==> src/rtl/mlspi_pkg.sv <==
package mlspi_pkg;

    typedef enum logic [1:0] {
        MODE_SINGLE = 2'd0,
        MODE_MIRROR = 2'd1,
        MODE_STRIPE = 2'd2,
        MODE_BAD    = 2'd3
    } lane_mode_e;

    typedef enum logic [3:0] {
        ST_IDLE,
        ST_FETCH,
        ST_LEAD,
        ST_HIGH,
        ST_LOW,
        ST_PUSH,
        ST_TAIL,
        ST_DONE
    } eng_state_e;

endpackage

==> src/rtl/mlspi_clkdiv.sv <==
module mlspi_clkdiv #(
    parameter int DIV_W = 8
) (
    input  logic             clk,
    input  logic             rst_n,
    input  logic             run,
    input  logic [DIV_W-1:0] div,
    output logic             tick
);

    logic [DIV_W-1:0] cnt_q;

    assign tick = run && (cnt_q == div);

    always_ff @(posedge clk or negedge rst_n) begin
        if (!rst_n) begin
            cnt_q <= '0;
        end else if (!run || tick) begin
            cnt_q <= '0;
        end else begin
            cnt_q <= cnt_q + 1'b1;
        end
    end

    // the half-period counter never passes the programmed divider
    a_r9_cnt_bound: assert property (@(posedge clk) disable iff (!rst_n)
        run |-> (cnt_q <= div));

endmodule

==> src/rtl/mlspi_lane.sv <==
module mlspi_lane #(
    parameter int WORD_W = 8,
    parameter int LANE_W = 1
) (
    input  logic              clk,
    input  logic              rst_n,
    input  logic              load,
    input  logic [WORD_W-1:0] load_word,
    input  logic              shift,
    input  logic              sample,
    input  logic [LANE_W-1:0] rx_bits,
    output logic [LANE_W-1:0] tx_bits,
    output logic [WORD_W-1:0] rx_word
);

    logic [WORD_W-1:0] tx_sr;
    logic [WORD_W-1:0] rx_sr;

    assign tx_bits = tx_sr[WORD_W-1 -: LANE_W];
    assign rx_word = rx_sr;

    always_ff @(posedge clk or negedge rst_n) begin
        if (!rst_n) begin
            tx_sr <= '0;
        end else if (load) begin
            tx_sr <= load_word;
        end else if (shift) begin
            tx_sr <= tx_sr << LANE_W;
        end
    end

    always_ff @(posedge clk or negedge rst_n) begin
        if (!rst_n) begin
            rx_sr <= '0;
        end else if (sample) begin
            rx_sr <= (rx_sr << LANE_W) | WORD_W'(rx_bits);
        end
    end

endmodule

==> src/rtl/mlspi_steer.sv <==
module mlspi_steer #(
    parameter int N_LANES = 2,
    parameter int LANE_W  = 1,
    parameter int MAP_W   = 1
) (
    input  logic [N_LANES-1:0]        active,
    input  logic [N_LANES*MAP_W-1:0]  tx_map,
    input  logic [N_LANES*MAP_W-1:0]  rx_map,
    input  logic [N_LANES*LANE_W-1:0] lane_tx,
    output logic [N_LANES*LANE_W-1:0] phys_tx,
    input  logic [N_LANES*LANE_W-1:0] phys_rx,
    output logic [N_LANES*LANE_W-1:0] lane_rx
);

    always_comb begin
        phys_tx = '0;
        for (int l = 0; l < N_LANES; l++) begin
            if (active[l] && (int'(tx_map[l*MAP_W +: MAP_W]) < N_LANES)) begin
                phys_tx[int'(tx_map[l*MAP_W +: MAP_W])*LANE_W +: LANE_W] =
                    phys_tx[int'(tx_map[l*MAP_W +: MAP_W])*LANE_W +: LANE_W]
                    | lane_tx[l*LANE_W +: LANE_W];
            end
        end
    end

    always_comb begin
        lane_rx = '0;
        for (int l = 0; l < N_LANES; l++) begin
            if (int'(rx_map[l*MAP_W +: MAP_W]) < N_LANES) begin
                lane_rx[l*LANE_W +: LANE_W] =
                    phys_rx[int'(rx_map[l*MAP_W +: MAP_W])*LANE_W +: LANE_W];
            end
        end
    end

endmodule

==> src/rtl/mlspi_engine.sv <==
module mlspi_engine
    import mlspi_pkg::*;
#(
    parameter int N_LANES = 2,
    parameter int LANE_W  = 1,
    parameter int WORD_W  = 8,
    parameter int LEN_W   = 8,
    parameter int DIV_W   = 8,
    localparam int MAP_W  = (N_LANES > 1) ? $clog2(N_LANES) : 1
) (
    input  logic                      clk,
    input  logic                      rst_n,
    input  logic                      start,
    input  logic [1:0]                cfg_mode,
    input  logic                      cfg_read,
    input  logic [LEN_W-1:0]          cfg_len,
    input  logic [DIV_W-1:0]          cfg_div,
    input  logic [N_LANES*MAP_W-1:0]  cfg_tx_map,
    input  logic [N_LANES*MAP_W-1:0]  cfg_rx_map,
    input  logic                      tx_valid,
    input  logic [WORD_W-1:0]         tx_data,
    output logic                      tx_ready,
    output logic                      rx_valid,
    output logic [WORD_W-1:0]         rx_data,
    output logic                      busy,
    output logic                      done,
    output logic                      err,
    output logic                      spi_cs_n,
    output logic                      spi_sck,
    output logic [N_LANES*LANE_W-1:0] spi_mosi,
    input  logic [N_LANES*LANE_W-1:0] spi_miso
);

    localparam int BEATS  = WORD_W / LANE_W;
    localparam int BCNT_W = (BEATS > 1) ? $clog2(BEATS) : 1;
    localparam int IDX_W  = MAP_W;

    eng_state_e state_q, state_d;
    lane_mode_e mode_q;
    logic                     read_q;
    logic                     err_q;
    logic                     cs_act_q;
    logic [LEN_W-1:0]         left_q;
    logic [DIV_W-1:0]         div_q;
    logic [N_LANES*MAP_W-1:0] txmap_q, rxmap_q;
    logic [IDX_W-1:0]         idx_q;
    logic [BCNT_W-1:0]        bcnt_q;

    logic                      tick, run;
    logic                      req_bad;
    logic [LEN_W-1:0]          grp_words;
    logic [IDX_W-1:0]          last_idx;
    logic                      last_beat;
    logic [N_LANES-1:0]        lane_load, active;
    logic [WORD_W-1:0]         load_word;
    logic                      do_shift, do_sample;
    logic [N_LANES*LANE_W-1:0] lane_tx_flat, lane_rx_flat;
    logic [LANE_W-1:0]         lane_txb [N_LANES];
    logic [WORD_W-1:0]         rx_words [N_LANES];

    // ---------------- request check and group geometry ----------------
    always_comb begin
        req_bad = 1'b0;
        if (cfg_len == '0)                                           req_bad = 1'b1;
        if (cfg_mode == MODE_BAD)                                    req_bad = 1'b1;
        if (cfg_mode == MODE_MIRROR && cfg_read)                     req_bad = 1'b1;
        if (cfg_mode == MODE_STRIPE && (cfg_len % LEN_W'(N_LANES)) != '0) req_bad = 1'b1;
    end

    assign grp_words = (mode_q == MODE_STRIPE) ? LEN_W'(N_LANES) : LEN_W'(1);
    assign last_idx  = (mode_q == MODE_STRIPE) ? IDX_W'(N_LANES - 1) : '0;
    assign last_beat = (bcnt_q == BCNT_W'(BEATS - 1));
    assign run       = (state_q == ST_LEAD) || (state_q == ST_HIGH) ||
                       (state_q == ST_LOW)  || (state_q == ST_TAIL);

    mlspi_clkdiv #(.DIV_W(DIV_W)) u_div (
        .clk   (clk),
        .rst_n (rst_n),
        .run   (run),
        .div   (div_q),
        .tick  (tick)
    );

    // ---------------- state register ----------------
    always_ff @(posedge clk or negedge rst_n) begin
        if (!rst_n) state_q <= ST_IDLE;
        else        state_q <= state_d;
    end

    // ---------------- next state ----------------
    always_comb begin
        state_d = state_q;
        unique case (state_q)
            ST_IDLE:  if (start) state_d = req_bad ? ST_DONE : (cfg_read ? ST_LEAD : ST_FETCH);
            ST_FETCH: if (tx_valid && idx_q == last_idx) state_d = ST_LEAD;
            ST_LEAD:  if (tick) state_d = ST_HIGH;
            ST_HIGH: begin
                if (tick) begin
                    if (!last_beat)            state_d = ST_LOW;
                    else if (read_q)           state_d = ST_PUSH;
                    else if (left_q > grp_words) state_d = ST_FETCH;
                    else                       state_d = ST_TAIL;
                end
            end
            ST_LOW:   if (tick) state_d = ST_HIGH;
            ST_PUSH:  if (idx_q == last_idx) state_d = (left_q != '0) ? ST_LEAD : ST_TAIL;
            ST_TAIL:  if (tick) state_d = ST_DONE;
            ST_DONE:  state_d = ST_IDLE;
            default:  state_d = ST_IDLE;
        endcase
    end

    // ---------------- transfer bookkeeping ----------------
    always_ff @(posedge clk or negedge rst_n) begin
        if (!rst_n) begin
            mode_q   <= MODE_SINGLE;
            read_q   <= 1'b0;
            err_q    <= 1'b0;
            cs_act_q <= 1'b0;
            left_q   <= '0;
            div_q    <= '0;
            txmap_q  <= '0;
            rxmap_q  <= '0;
            idx_q    <= '0;
            bcnt_q   <= '0;
        end else begin
            if (state_d == ST_LEAD)      cs_act_q <= 1'b1;
            else if (state_d == ST_DONE) cs_act_q <= 1'b0;

            unique case (state_q)
                ST_IDLE: begin
                    if (start) begin
                        mode_q  <= lane_mode_e'(cfg_mode);
                        read_q  <= cfg_read;
                        err_q   <= req_bad;
                        left_q  <= cfg_len;
                        div_q   <= cfg_div;
                        txmap_q <= cfg_tx_map;
                        rxmap_q <= cfg_rx_map;
                        idx_q   <= '0;
                        bcnt_q  <= '0;
                    end
                end
                ST_FETCH: begin
                    if (tx_valid) idx_q <= (idx_q == last_idx) ? '0 : idx_q + 1'b1;
                end
                ST_HIGH: begin
                    if (tick) begin
                        bcnt_q <= last_beat ? '0 : bcnt_q + 1'b1;
                        if (last_beat) left_q <= left_q - grp_words;
                    end
                end
                ST_PUSH: idx_q <= (idx_q == last_idx) ? '0 : idx_q + 1'b1;
                default: ;
            endcase
        end
    end

    // ---------------- lane controls ----------------
    assign load_word = (state_q == ST_IDLE) ? '0 : tx_data;
    assign do_shift  = (state_q == ST_HIGH) && tick && !last_beat;
    assign do_sample = (state_q == ST_HIGH) && tick;

    generate
        for (genvar l = 0; l < N_LANES; l++) begin : g_lane
            assign lane_load[l] = (state_q == ST_IDLE && start) ||
                (state_q == ST_FETCH && tx_valid &&
                 ((mode_q == MODE_MIRROR) ||
                  (mode_q == MODE_STRIPE && idx_q == IDX_W'(l)) ||
                  (mode_q == MODE_SINGLE && l == 0)));
            assign active[l] = (mode_q != MODE_SINGLE) || (l == 0);

            mlspi_lane #(.WORD_W(WORD_W), .LANE_W(LANE_W)) u_lane (
                .clk       (clk),
                .rst_n     (rst_n),
                .load      (lane_load[l]),
                .load_word (load_word),
                .shift     (do_shift),
                .sample    (do_sample),
                .rx_bits   (lane_rx_flat[l*LANE_W +: LANE_W]),
                .tx_bits   (lane_txb[l]),
                .rx_word   (rx_words[l])
            );
            assign lane_tx_flat[l*LANE_W +: LANE_W] = lane_txb[l];

            if (l > 0) begin : g_mirror_chk
                // in mirror mode every lane shifts the same bits as lane 0
                a_r2_mirror_equal: assert property (@(posedge clk) disable iff (!rst_n)
                    (mode_q == MODE_MIRROR && state_q == ST_HIGH) |-> (lane_txb[l] == lane_txb[0]));
            end
        end
    endgenerate

    mlspi_steer #(.N_LANES(N_LANES), .LANE_W(LANE_W), .MAP_W(MAP_W)) u_steer (
        .active  (active),
        .tx_map  (txmap_q),
        .rx_map  (rxmap_q),
        .lane_tx (lane_tx_flat),
        .phys_tx (spi_mosi),
        .phys_rx (spi_miso),
        .lane_rx (lane_rx_flat)
    );

    // ---------------- outputs ----------------
    always_comb begin
        tx_ready = (state_q == ST_FETCH);
        rx_valid = (state_q == ST_PUSH);
        busy     = (state_q != ST_IDLE);
        done     = (state_q == ST_DONE);
        err      = (state_q == ST_DONE) && err_q;
        spi_sck  = (state_q == ST_HIGH);
        spi_cs_n = !cs_act_q;
        rx_data  = '0;
        for (int l = 0; l < N_LANES; l++) begin
            if (idx_q == IDX_W'(l)) rx_data = rx_words[l];
        end
    end

    // ---------------- assertions ----------------
    // clock only toggles inside an asserted chip select
    a_r8_sck_inside_cs: assert property (@(posedge clk) disable iff (!rst_n)
        spi_cs_n |-> !spi_sck);

    // the serial clock level changes only on a divider tick
    a_r9_sck_on_tick: assert property (@(posedge clk) disable iff (!rst_n)
        !tick |=> $stable(spi_sck));

    // done appears with chip select already released
    a_r10_done_cs_high: assert property (@(posedge clk) disable iff (!rst_n)
        done |-> spi_cs_n);

    // a rejection answers the start of the previous cycle
    a_r7_reject_prompt: assert property (@(posedge clk) disable iff (!rst_n)
        err |-> $past(start));

    // received words are handed out only inside the transfer
    a_r4_rx_inside_cs: assert property (@(posedge clk) disable iff (!rst_n)
        rx_valid |-> !spi_cs_n);

endmodule

==> config.mk <==
export PLATFORM = sky130hd
export DESIGN_NAME = mlspi_engine
export DESIGN_NICKNAME = d
export VERILOG_FILES = /design/src/rtl/mlspi_pkg.sv /design/src/rtl/mlspi_clkdiv.sv /design/src/rtl/mlspi_lane.sv /design/src/rtl/mlspi_steer.sv /design/src/rtl/mlspi_engine.sv
export SDC_FILE = /design/constraint.sdc
export NUM_CORES = 1
export LEC_CHECK = 0
export ABC_CLOCK_PERIOD_IN_PS = 2800
export BUFFER_PORTS_ARGS = -buffer_cell sky130_fd_sc_hd__buf_2
export CORE_ASPECT_RATIO = 0.8
export CORE_MARGIN = 2
export CORE_UTILIZATION = 40
export DETAILED_ROUTE_END_ITERATION = 16
export RECOVER_POWER = 25
export SYNTH_ARGS = -nofsm -noshare
export SYNTH_HDL_FRONTEND = slang
export SYNTH_SLANG_ARGS = --single-unit
==> constraint.sdc <==
create_clock -name clk -period 2.8 [get_ports clk]
set_input_delay 0.28 -clock clk [delete_from_list [all_inputs] [get_ports clk]]
set_output_delay 0.28 -clock clk [all_outputs]
set_load 0.05 [all_outputs]
# After elaboration in Yosys (flattened, before gate mapping)

Cells that the tools add are included.

Flip-flop bits (word level): 73
Input bits: 37
Output and inout port bits: 17

Add/sub/neg operators: 6
Order comparisons: 1
Equality and inequality tests: 21
Shift operators: 8
Mux-type cells: 42
Bitwise operators: 6
Reduce and logical (&&, ||, !) cells: 41

Operator list:

| operator               | number |
|---|---|
| $mux 8                 | 10 |
| $neg 1->33             | 2 |
| $shift 1x33->2 const A | 2 |
| $shiftx 1x33->2        | 2 |
| $mux 3                 | 8 |
| $mux 4                 | 6 |
| $pmux 4 s6             | 1 |
| $eq 4x3->1 const B     | 5 |
| $or 8x1->8             | 2 |
| $pmux 8 s2             | 1 |
| $logic_and 1x1->1      | 13 |
| $eq 4x2->1 const B     | 3 |
| $mux 1                 | 10 |
| $reduce_bool 2->1      | 5 |
| $logic_or 1x1->1       | 9 |
| $add 8x1->8 const B    | 1 |
| $eq 8x8->1             | 1 |
| $gt 8x2->1             | 1 |
| $logic_not 8->1        | 1 |
| $reduce_bool 8->1      | 1 |
| $sub 8x2->8            | 1 |
| $eq 2x2->1 const B     | 3 |
| $mux 2                 | 3 |
| $pmux 3 s2             | 1 |
| 24 further kinds       | 33 |

# Longest topological paths before layout

Gate-level depths: netlist of run 1.

Depth in word-level cells: 11
Depth in mapped cells: 10
Mapped depth without buffers: 10

# Hierarchy

Synthesis of run 1 repeated with hierarchy kept, for this count alone.

Cells, all modules: 371
Area, all modules: 4092.7 um^2

By module, submodules not included:

| module       | instances | cells each | area an instance (um^2) | seq. area each (um^2) |
|---|---|---|---|---|
| mlspi_engine | 1         | 215        | 2137.0                  | 825.8 |
| mlspi_lane   | 2         | 51         | 700.7                   | 400.4 |
| mlspi_clkdiv | 1         | 46         | 500.5                   | 200.2 |
| mlspi_steer  | 1         | 8          | 53.8                    | 0.0 |

# Worst setup path after synthesis of run 1

No wires, ideal clock.

Path type: reg2reg
Start point: reg state_q[1]
End point: reg g_lane[1].u_lane.tx_sr[1]
Data arrival time: 2830 ps
Required time: 2653 ps
Slack: -177 ps
Cell stages (with the launch flop): 7
Path buffers: 1
Period minus slack after synthesis: 2977 ps
Cell sequence: dfrtp_1 > clkbuf_1 > nand2b_1 > nor3_1 > o211ai_1 > nand2_1 > o22ai_1

Elaborated cells on any way between the ends: 19
Classes of those cells: 5 x eq/ne; 2 x mux; 12 x reduce/logical

RTL lines:

| element                                     | line                | RTL |
|---|---|---|
| start, declared                             | mlspi_engine.sv:38  | `eng_state_e state_q, state_d;` |
| start signal, assigned                      | mlspi_engine.sv:87  | `else state_q <= state_d;` |
| $eq 4x1->1 (*)                              | -                   |  |
| net tx_ready                                | mlspi_engine.sv:22  | `output logic tx_ready,` |
| $logic_and 1x1->1 (*) (2 in series)         | mlspi_engine.sv:167 | `(state_q == ST_FETCH && tx_valid &&` |
| $logic_or 1x1->1 (*)                        | mlspi_engine.sv:166 | `assign lane_load[l] = (state_q == ST_IDLE && start) \|\|` |
| $mux 8 or $reduce_bool 2->1 (tied branches) | -                   |  |
| end signal, assigned                        | mlspi_lane.sv:26    | `tx_sr <= load_word;` |
| end signal, assigned                        | mlspi_lane.sv:28    | `tx_sr <= tx_sr << LANE_W;` |
| end, declared                               | mlspi_lane.sv:16    | `logic [WORD_W-1:0] tx_sr;` |

The timed path passes the listed nets; every way through them passes the cells marked *.
A chain may end at the register's enable or synchronous reset.

# Final worst setup path of run 1

Start point: reg mode_q[0]
End point: reg cs_act_q

Longest elaborated chain between the ends: 10
Elaborated cells on any way between the ends: 17
Classes of those cells: 1 x order compare; 4 x eq/ne; 10 x mux; 2 x reduce/logical

Ends and longest elaborated chain:

| element                                     | line                                     | RTL |
|---|---|---|
| start, declared                             | mlspi_engine.sv:39                       | `lane_mode_e mode_q;` |
| start signal, assigned                      | mlspi_engine.sv:133                      | `mode_q <= lane_mode_e'(cfg_mode);` |
| $eq 2x2->1 (*)                              | mlspi_engine.sv:70, mlspi_engine.sv:71   |  |
| $mux 2                                      | mlspi_engine.sv:70                       | `assign grp_words = (mode_q == MODE_STRIPE) ? LEN_W'(N_LANES) : LEN_W'(1);` |
| $gt 8x2->1                                  | mlspi_engine.sv:101                      | `else if (left_q > grp_words) state_d = ST_FETCH;` |
| $mux 3                                      | mlspi_engine.sv:101                      |  |
| $mux 3                                      | mlspi_engine.sv:100                      | `else if (read_q) state_d = ST_PUSH;` |
| $mux 3                                      | mlspi_engine.sv:99                       | `if (!last_beat) state_d = ST_LOW;` |
| $mux 4                                      | mlspi_engine.sv:98                       | `if (tick) begin` |
| $pmux 4 s6 (*)                              | mlspi_engine.sv:93                       | `unique case (state_q)` |
| net state_d[1]                              | mlspi_engine.sv:38                       |  |
| $eq 4x2->1 or $eq 4x3->1 (tied branches)    | mlspi_engine.sv:127, mlspi_engine.sv:128 |  |
| $mux 1 or $reduce_bool 2->1 (tied branches) | -                                        |  |
| end signal, assigned                        | mlspi_engine.sv:119                      | `cs_act_q <= 1'b0;` |
| end signal, assigned                        | mlspi_engine.sv:127                      | `if (state_d == ST_LEAD) cs_act_q <= 1'b1;` |
| end signal, assigned                        | mlspi_engine.sv:128                      | `else if (state_d == ST_DONE) cs_act_q <= 1'b0;` |
| end, declared                               | mlspi_engine.sv:42                       | `logic cs_act_q;` |

Marks and branches as above.

==> results of run 1 <==
-- per-layer routing --
| metal | vias to the layer above | GRT usage [%] |
|---|---|---|
| met5 | - | 0 |
| met4 | 0 | 6.61 |
| met3 | 14 | 5.35 |
| met2 | 59 | 25.3 |
| met1 | 1424 | 25.2 |
| li1 | 1485 | - |
-- power groups by stage --
stage	registers [mW]	logic, mW	clock network (mW)
4_1_cts	1.62	1.33	1.10
5_1_grt	1.68	1.48	1.14
3_3_place_gp	1.63	1.30	0
6_report	1.62	1.31	1.07
2_1_floorplan	1.52	1.05	0
3_5_place_dp	1.64	1.32	0
-- sequential cells by signal (all words and copies together) (netlist names), 2 cells and up --
register	count
g_lane.u_lane.rx_word	16
left_q	8
div_q	8
txmap_q	2
bcnt_q	3
state_q	4
g_lane.u_lane.tx_sr	16
rxmap_q	2
mode_q	2
u_div.cnt_q	8
-- worst min-delay path, cell delays in order --
cell	delay [ns]
buf_2	0.07
nand2_1	0.04
nand2_1	0.04
-- kinds of logic after synthesis --
group | synth area share, %
and+or+nand+nor | 17.4
AOI/OAI and AO/OA | 13.7
DFF | 47.4
muxes | 10.9
buffers and inverters | 3.93
xor gates and xnor gates | 3.41
adders and majority gates | 3.12
other | 0.0973
-- cell type report --
type / count / area (um2)
Inverter: 15 / 61.3
Multi-Input combinational cell: 284 / 1890
Clock inverter: 1 / 30.0
Clock buffer: 12 / 236
Tap cell: 119 / 149
Sequential cell: 73 / 1830
Timing Repair Buffer: 66 / 362
Fill cell: 900 / 4940
-- path summary, 6_finish.rpt --
kind                                                to  slack (ns)  cells after the start
min in group asynchronous  g_lane[1].u_lane.rx_word[2]        0.72                      2
setup / recovery                              cs_act_q        0.40                     10
hold reg to reg                                  err_q        0.48                      2
setup reg to reg                              cs_act_q        0.40                     10
max in group asynchronous  g_lane[1].u_lane.rx_word[3]        0.84                      3
hold / removal                              rxmap_q[0]        0.14                      3
-- Yosys cell counts (8+ instances only) --
cell type | number | area, um2
dfrtp_1 | 73 | 1830
nand2_1 | 66 | 248
a21oi_1 | 25 | 125
nor2_1 | 21 | 78.8
mux2i_1 | 16 | 160
o21ai_0 | 15 | 75.1
inv_1 | 14 | 52.6
mux2_1 | 14 | 158
clkbuf_1 | 12 | 45.0
o22ai_1 | 11 | 68.8
nand3_1 | 10 | 50.1
o21ai_1 | 10 | 50.1
xnor2_1 | 10 | 87.6
mux2_2 | 9 | 101
ha_1 | 8 | 100
nand2b_1 | 8 | 50.1
-- stage by stage --
stage               setup WS (ns)  cells  area [um2]  hold slack (ns)
global placement            0.477    556        4280            0.263
floorplan                   0.428    391        3860          -0.0156
global route                0.220    570        4550            0.133
CTS                         0.395    570        4550            0.126
detailed placement          0.418    556        4280            0.274
finish                      0.402    570        4550            0.138
-- timing repair --
item,4_1_cts,5_1_grt
setup buffers,0,0
hold buffers,1,0
endpoints found under the hold margin,20,0
gates resized for setup,0,0
==> flow_metrics.py, run 1 <==
metrics = {
    "floorplan": {
        "start_util_pct": 40.6,
        "coreArea_um2": 9490,
        "die_area_um2": 10400,
        "pin_count": 54,
        "rows": 32,
        "die_w_um": 114,
        "die_y_um": 91.8,
    },
    "setup_path": {
        "startpoint": "mode_q[0]",
        "cpMostUsedCell": "a21oi_1",
        "max_stage_delay_ns": 0.46,
        "critPathCaptureType": "flip-flop",
        "start_kind": "flip-flop",
        "timing_worst_setup_path_type": "reg -> reg",
        "r2r-start": "mode_q[0]",
        "crit_path_max_fanout": 5,
        "critical_path.slowest_cell": "fa_1",
        "worstPathArrival_ns": 2.61,
        "cp_cell_sequence": "nand2b_1, ha_1, fa_1, a21oi_1, nor4b_1, a221oi_1, and4b_1, inv_1, a21oi_1, o21ai_1",
        "crit_required_ns": 3.01,
        "cp.buffers_inverters": 1,
        "critical-path-top-delay-family": "adder cells",
    },
    "global_route": {
        "antenna_found_initial": 0,
        "grtUsageTotal_pct": 17.7,
        "grt_pass1_wl_um": 14300,
        "grt_start_max_net_pins": 30,
        "first_global_vias": 2892,
        "grt-ovfl-total": 0,
    },
    "finish": {
        "utilization_pct": 48.0,
        "n_antenna_cell": 0,
        "most-common-layout-cells": "dfrtp_1 (73), nand2_1 (66), buf_2 (52), a21oi_1 (25), nor2_1 (21)",
        "drive_above_1_share_pct": 21.1,
        "mostFrequentLayoutCell": "dfrtp_1",
        "area_growth_pct": 18.1,
        "nets": 495,
    },
    "clock_tree": {
        "clk_pin_slew_ns": 0.05,
        "cts_htree_levels": 3,
        "cts_max_path_buffers": 2,
        "cts_tree": "yes",
        "root_buffer": "clkbuf_16",
        "cts-buffers-inserted": 9,
        "insertion_delay_ns": 0.33,
        "cts_sinks": 73,
    },
    "route": {
        "met3_length_um": 376,
        "top_layer_used": "met4",
        "wirelength_met1_um": 4240,
        "drcViolationCount": 0,
        "routed_wl_um": 8420,
        "num_vias": 2982,
        "drt_pass1_iterations": 4,
        "viasPerCell": 5.23,
        "wl_per_cell_um": 14.8,
        "drt_first_iter_violations": 125,
        "met2WireLength_um": 3680,
        "drtAntennaViolNets": 0,
    },
    "logic_synthesis": {
        "synth_seq_area_share_pct": 47.4,
        "ys_ff_latch": 73,
        "yosysWarnings": 0,
        "synth_nets": 437,
        "synth_edf_count": 0,
        "syn_inst": 391,
        "syn_area_um2": 3850,
        "synth_flop_cell": "dfrtp_1",
        "yosysUniqueCellTypes": 58,
        "syn_area_per_cell_um2": 9.85,
        "async_reset_ff_share_pct": 100,
    },
    "power_and_ir_drop": {
        "power_frac_clock_pct": 26.7,
        "p_seq_share_pct": 40.5,
        "p_per_area_nw_per_um2": 880,
        "p_comb_share_pct": 32.8,
        "peakVddDrop_v": 0.000637,
        "power.internal_mw": 2.55,
        "cellLeakagePower_nw": 2.16,
        "p_total_mw": 4.00,
        "power.net_switching_mw": 1.46,
        "power_switching_share_pct": 36.4,
    },
    "timing": {
        "grt_setup_unrepaired": "false",
        "fin_crit_sh_pct": 85.6,
        "hold_viol": 0,
        "max_slew_margin_pct": 20.5,
        "fmax_mhz": 417,
        "min_period_ns": 2.40,
        "setup_viol": 0,
        "worstMarginPinSlew_ns": 1.19,
        "slew_viol_final": 0,
        "finClkSkew_ns": 0.00426,
        "tns_ns": 0,
    },
    "outcome": {
        "outcome": "finished clean",
    },
    "placed_design": {
        "place_congestion": 0.881,
        "numPortBuffers": 53,
        "place_hpwl_um": 6150,
    },
    "worst_hold_path": {
        "min_path_type": "in -> reg",
        "hold_start": "cfg_rx_map[0]",
    },
    "job": {
        "max_cap_violations": 0,
    },
}
(Power assumes the default switching activity.)
==> inputs of run 2 (changes only) <==
--- a/config.mk
+++ b/config.mk
@@ -14,4 +14,5 @@
 export RECOVER_POWER = 25
 export SYNTH_ARGS = -nofsm -noshare
 export SYNTH_HDL_FRONTEND = slang
+export SYNTH_HIERARCHICAL = 1
 export SYNTH_SLANG_ARGS = --single-unit
==> flow_metrics.py, run 2 <==
metrics = {
    "outcome": {
        "outcome": "finished, violations left",
        "failed_checks": "capacitance limit, slew limit",
    },
    "floorplan": {
        "die_y_um": 94.5,
        "coreArea_um2": 9810,
        "pin_count": 54,
        "rows": 32,
        "start_util_pct": 41.7,
        "die_w_um": 117,
        "die_area_um2": 11100,
    },
    "power_and_ir_drop": {
        "p_total_mw": 4.11,
        "p_comb_share_pct": 33.9,
        "p_per_area_nw_per_um2": 869,
        "power.net_switching_mw": 1.53,
        "p_seq_share_pct": 40.6,
        "power.internal_mw": 2.58,
        "cellLeakagePower_nw": 2.16,
        "power_frac_clock_pct": 25.5,
        "power_switching_share_pct": 37.2,
        "peakVddDrop_v": 0.000596,
    },
    "setup_path": {
        "crit_required_ns": 3.02,
        "critPathCaptureType": "flip-flop",
        "crit_path_max_fanout": 17,
        "timing_worst_setup_path_type": "reg -> reg",
        "start_kind": "flip-flop",
        "rr_endpoint": "g_lane[0].u_lane/tx_sr[2]",
        "r2r_cells": 8,
        "worstPathArrival_ns": 2.64,
        "startpoint": "u_div/cnt_q[4]",
        "r2r-start": "u_div/cnt_q[4]",
        "rrSetupSlack_ns": 0.39,
    },
    "finish": {
        "finalNonFillerCells": 568,
        "fillers": 925,
        "final_area_um2": 4730,
        "most-common-layout-cells": "dfrtp_1 (73), buf_2 (52), nand2_1 (31), o21ai_1 (26), mux2_4 (24)",
        "seqCellArea_um2": 1830,
        "utilization_pct": 48.2,
        "mostFrequentLayoutCell": "dfrtp_1",
        "drive_above_1_share_pct": 28.5,
        "area_growth_pct": 15.6,
        "multi_input_area_um2": 2070,
        "nets": 473,
        "n_antenna_cell": 0,
    },
    "global_route": {
        "first_global_vias": 2850,
        "grt-ovfl-total": 0,
        "grt_start_max_net_pins": 46,
        "grtUsageTotal_pct": 16.8,
        "antenna_found_initial": 0,
        "grt_pass1_wl_um": 14300,
    },
    "timing": {
        "hold_viol": 0,
        "max_slew_margin_pct": -3.55,
        "fmax_mhz": 414,
        "tns_ns": 0,
        "whs_ns": 0.149,
        "slew_viol_final": 30,
        "finClkSkew_ns": 0.00889,
        "setup_ws_ns": 0.386,
        "grt_setup_unrepaired": "false",
        "min_period_ns": 2.41,
        "worstMarginPinSlew_ns": 1.55,
        "fin_crit_sh_pct": 86.2,
        "setup_viol": 0,
    },
    "route": {
        "routed_wl_um": 8450,
        "drtAntennaViolNets": 0,
        "drt_pass1_iterations": 4,
        "drcViolationCount": 0,
        "wl_per_cell_um": 14.9,
        "drt_first_iter_violations": 197,
        "num_vias": 2968,
        "viasPerCell": 5.23,
    },
    "clock_tree": {
        "clk_pin_slew_ns": 0.06,
        "post-cts-setup-buffer-count": 0,
        "cts_tree": "yes",
        "ctsResizeCount": 0,
        "cts_htree_levels": 3,
        "root_buffer": "clkbuf_16",
        "cts_sinks": 73,
        "hold_buffers": 0,
        "cts_max_path_buffers": 2,
        "insertion_delay_ns": 0.34,
        "cts-buffers-inserted": 9,
    },
    "logic_synthesis": {
        "synth_seq_area_share_pct": 44.6,
        "yosysTopAreaCellShare_pct": 44.6,
        "syn_inst": 371,
        "synth.most_common_cell": "dfrtp_1",
        "synthTopCellsByCount": "dfrtp_1 (73), nand2_1 (31), o21ai_1 (26), mux2_4 (24), nor2_1 (17)",
        "yosys.area.top_type": "dfrtp_1",
        "synthTopCellsByArea": "dfrtp_1 (45%), mux2_4 (8.8%), mux2i_1 (3.9%)",
        "yosysWarnings": 6,
        "syn_area_per_cell_um2": 11.0,
        "synth_edf_count": 0,
        "yosysUniqueCellTypes": 59,
        "synth_flop_cell": "dfrtp_1",
        "ys_ff_latch": 73,
        "syn_area_um2": 4090,
        "async_reset_ff_share_pct": 100,
    },
    "worst_hold_path": {
        "hold_depth": 2,
        "min_path_type": "in -> reg",
        "worstHoldEndpoint": "div_q[6]",
        "hold_start": "cfg_div[6]",
    },
    "placed_design": {
        "numPortBuffers": 53,
        "pre_cts_ws_ns": 0.397,
        "dp_cells": 552,
        "placed_area_um2": 4470,
        "place_congestion": 0.886,
        "place_hpwl_um": 6090,
    },
    "job": {
        "max_cap_violations": 1,
    },
}
run 2: area by class of cell:
cell class	count	share of cell area, %
repair buffers	63	7.38
well taps	136	3.60
inverters	12	0.952
flip-flops and latches	73	38.6
multi-input cells	268	43.7
clock buffers	10	4.84
clock inverters	6	0.899
run 2: power by group through the flow:
stage	clock network [mW]	logic, mW	registers [mW]
detailed placement	0	1.40	1.68
global placement	0	1.37	1.67
floorplan	0	1.18	1.56
CTS	1.08	1.40	1.67
finish	1.05	1.39	1.67
global route	1.12	1.58	1.73
run 2: cells by family after synthesis:
logic type	share of synthesized area, %
xor gates and xnor gates	2.72
AOI/OAI and AO/OA	12.7
muxes	17.7
DFF	44.6
adders and majority gates	2.93
and+or+nand+nor	14.1
buffers and inverters	5.07
other	0.183
run 2: worst max-delay path, cell delays in order, from the launching register on:
cell and delay, ns:
dfrtp_1 0.43, xor2_1 0.18, nor4_2 0.34, and3_1 0.38, and2_1 0.24, nor2b_1 0.14
buf_4 0.28, mux2i_1 0.23, o21ai_1 0.07
run 2: how the worst max path moves through the flow:
stage	to	cells past startpoint
3_5_place_dp	g_lane[0].u_lane/tx_sr[4]	8
5_1_grt	g_lane[1].u_lane/tx_sr[7]	8
3_3_place_gp	g_lane[1].u_lane/tx_sr[1]	8
2_1_floorplan	g_lane[0].u_lane/tx_sr[1]	10
4_1_cts	g_lane[0].u_lane/tx_sr[4]	8
6_report	g_lane[0].u_lane/tx_sr[2]	8
run 2: routing by layer:
metal	global-route usage [%]	vias up	part of all wire, %
met4	5.69	0	1.3
li1	-	1436	-
met5	0	-	0
met3	4.62	9	4.4
met1	23.9	1466	50
met2	24.7	57	45
==> inputs of run 3 (changes only) <==
--- a/config.mk
+++ b/config.mk
@@ -5,12 +5,14 @@
 export SDC_FILE = /design/constraint.sdc
 export NUM_CORES = 1
 export LEC_CHECK = 0
+export ABC_AREA = 1
 export ABC_CLOCK_PERIOD_IN_PS = 2800
 export BUFFER_PORTS_ARGS = -buffer_cell sky130_fd_sc_hd__buf_2
 export CORE_ASPECT_RATIO = 0.8
 export CORE_MARGIN = 2
 export CORE_UTILIZATION = 40
 export DETAILED_ROUTE_END_ITERATION = 16
+export HOLD_SLACK_MARGIN = 0.06
 export RECOVER_POWER = 25
 export SYNTH_ARGS = -nofsm -noshare
 export SYNTH_HDL_FRONTEND = slang
==> flow_metrics.py, run 3 <==
metrics = {
    "timing": {
        "grt_setup_unrepaired": "false",
        "tns_ns": 0,
        "min_period_ns": 2.51,
        "setup_viol": 0,
        "hold_viol": 0,
        "slew_viol_final": 30,
        "finClkSkew_ns": 0.00630,
        "worstMarginPinSlew_ns": 1.75,
        "fin_crit_sh_pct": 89.8,
        "fmax_mhz": 398,
        "max_slew_margin_pct": -16.5,
    },
    "route": {
        "drtAntennaViolNets": 0,
        "wl_per_cell_um": 12.0,
        "num_vias": 3525,
        "drcViolationCount": 0,
        "viasPerCell": 4.72,
        "drt_first_iter_violations": 223,
        "drt_pass1_iterations": 4,
        "routed_wl_um": 8980,
    },
    "logic_synthesis": {
        "synth_flop_cell": "dfrtp_1",
        "ys_ff_latch": 73,
        "synthTopCellsByCount": "nand2_1 (175), dfrtp_1 (73), inv_1 (60), nand3_1 (53), nor2_1 (51)",
        "synth.most_common_cell": "nand2_1",
        "synth_edf_count": 0,
        "synth_seq_area_share_pct": 44.5,
        "yosysWarnings": 6,
        "syn_area_um2": 4100,
        "yosysUniqueCellTypes": 35,
        "yosysTopAreaCellShare_pct": 44.5,
        "synthTopCellsByArea": "dfrtp_1 (45%), nand2_1 (16%), nand3_1 (6.5%)",
        "async_reset_ff_share_pct": 100,
        "syn_area_per_cell_um2": 7.56,
        "syn_inst": 543,
        "yosys.area.top_type": "dfrtp_1",
    },
    "setup_path": {
        "rrSetupSlack_ns": 0.29,
        "cp_cell_sequence": "nor2_2, nand2_4, nor2_8, inv_2, nand2_1, nor2_1, a21oi_1, inv_2, nand3_1, nand3_1",
        "startpoint": "state_q[1]",
        "r2r_cells": 10,
        "worst-path-stages": 10,
        "critical-path-top-delay-family": "simple AND/OR/NAND/NOR gates",
        "critPathCaptureType": "flip-flop",
        "r2r-start": "state_q[1]",
        "rr_endpoint": "g_lane[0].u_lane/tx_sr[2]",
        "cp-endpoint": "g_lane[0].u_lane/tx_sr[2]",
        "critical_path.slowest_cell": "a21oi_1",
        "max_stage_delay_ns": 0.74,
        "crit_path_max_fanout": 20,
        "cp.buffers_inverters": 2,
        "worstPathArrival_ns": 2.73,
        "crit_required_ns": 3.02,
        "timing_worst_setup_path_type": "reg -> reg",
        "start_kind": "flip-flop",
    },
    "floorplan": {
        "rows": 33,
        "coreArea_um2": 10100,
        "die_w_um": 117,
        "die_area_um2": 11100,
        "die_y_um": 94.6,
        "start_util_pct": 40.6,
        "pin_count": 54,
    },
    "global_route": {
        "grtUsageTotal_pct": 17.9,
        "grt_start_max_net_pins": 45,
        "first_global_vias": 3266,
        "grt-ovfl-total": 0,
        "antenna_found_initial": 0,
        "grt_pass1_wl_um": 15200,
    },
    "outcome": {
        "outcome": "finished, violations left",
        "failed_checks": "capacitance limit, slew limit",
    },
    "job": {
        "max_cap_violations": 1,
    },
    "clock_tree": {
        "root_buffer": "clkbuf_16",
        "insertion_delay_ns": 0.33,
        "ctsResizeCount": 0,
        "cts_sinks": 73,
        "clk_pin_slew_ns": 0.06,
        "post-cts-setup-buffer-count": 0,
        "cts_tree": "yes",
        "cts-buffers-inserted": 9,
        "cts_htree_levels": 3,
        "cts_max_path_buffers": 2,
    },
    "power_and_ir_drop": {
        "power.internal_mw": 2.50,
        "power.net_switching_mw": 1.74,
        "p_seq_share_pct": 38.7,
        "cellLeakagePower_nw": 2.46,
        "power_switching_share_pct": 41.1,
        "p_per_area_nw_per_um2": 890,
        "peakVddDrop_v": 0.000346,
        "p_comb_share_pct": 37.3,
        "power_frac_clock_pct": 23.9,
    },
    "placed_design": {
        "numPortBuffers": 53,
        "place_congestion": 0.798,
        "place_hpwl_um": 6610,
    },
    "worst_hold_path": {
        "min_path_type": "in -> reg",
    },
    "finish": {
        "drive_above_1_share_pct": 16.8,
        "nets": 649,
        "utilization_pct": 47.1,
        "area_growth_pct": 16.2,
        "most-common-layout-cells": "nand2_1 (175), dfrtp_1 (73), inv_1 (60), nand3_1 (53)",
        "n_antenna_cell": 0,
        "mostFrequentLayoutCell": "nand2_1",
    },
}
-- run 3: changes by cell type after synthesis, moves of 8 or more --
cell and delta:
nor2_1 +34, nand2_1 +144, mux2_4 -24, inv_1 +49
inv_2 +8, a211oi_1 -8, nand3_1 +47, mux2i_1 -16
mux2_1 -9, mux2_2 -9, o21ai_1 -15, o21ai_0 +10
nor2b_1 -16
-- run 3: how the worst min path moves through the flow --
stage	startpoint	to	slack (ns)	cells past startpoint
6_report	cfg_div[1]	div_q[1]	0.14	3
3_3_place_gp	rst_n	g_lane[1].u_lane/rx_word[7]	0.37	1
2_1_floorplan	rst_n	bcnt_q[0]	-0.02	0
4_1_cts	cfg_div[1]	div_q[1]	0.14	3
5_1_grt	cfg_tx_map[1]	txmap_q[1]	0.14	3
3_5_place_dp	rst_n	g_lane[1].u_lane/rx_word[6]	0.37	1
-- run 3: through the flow --
stage | std cells | hold slack (ns) | power, mW | worst slack, ns | instance area [um2]
3_5_place_dp | 731 | 0.372 | 3.25 | 0.291 | 4510
2_1_floorplan | 544 | -0.0156 | 2.87 | 0.421 | 4110
6_report | 747 | 0.145 | 4.24 | 0.285 | 4770
4_1_cts | 747 | 0.138 | 4.29 | 0.277 | 4770
3_3_place_gp | 731 | 0.375 | 3.22 | 0.376 | 4510
5_1_grt | 747 | 0.143 | 4.60 | 0.0476 | 4770
-- run 3: cell families after synthesis --
| group | after synthesis | share of synthesized area, % |
|---|---|---|
| other cells | 2 | 0.183 |
| simple gates | 310 | 33.7 |
| fa+ha+maj | 9 | 2.93 |
| flops | 73 | 44.5 |
| compound gates | 55 | 7.41 |
| buf+inv | 84 | 9.09 |
| xor+xnor | 10 | 2.13 |
-- run 3: layout make-up --
class	count	area, um2
multi-input cells	387	1910
flip-flops and latches	73	1830
well taps	140	175
clock buffers	12	236
repair buffers	61	338
fillers	1034	5350
inverters	71	267
clock inverters	3	18.8
-- run 3: layer usage --
layer | part of all wire [%] | global-route usage, %
met2 | 43 | 26.2
met4 | 2.3 | 7.45
met5 | 0 | 0
met3 | 5.1 | 4.49
met1 | 50 | 25.1
-- run 3: worst reg2reg max path: cells and delay by family (launching register included) --
| family | cells | cell delay [ns] |
|---|---|---|
| AO/OA/AOI/OAI | 1 | 0.74 |
| buffers and inverters | 2 | 0.36 |
| flip-flops | 1 | 0.46 |
| AND/OR/NAND/NOR | 7 | 0.83 |
-- run 3: power groups by stage --
stage	Clock, mW	Combinational [mW]	Sequential [mW]
global route	1.09	1.81	1.70
finish	1.02	1.59	1.64
floorplan	0	1.29	1.58
global placement	0	1.57	1.65
CTS	1.04	1.60	1.64
detailed placement	0	1.60	1.66
-- run 3: timing repair --
item / 4_1_cts / 5_1_grt
setup endpoints to repair: 0 / 0
hold endpoints to repair: 29 / 0
hold buffers: 1 / 0
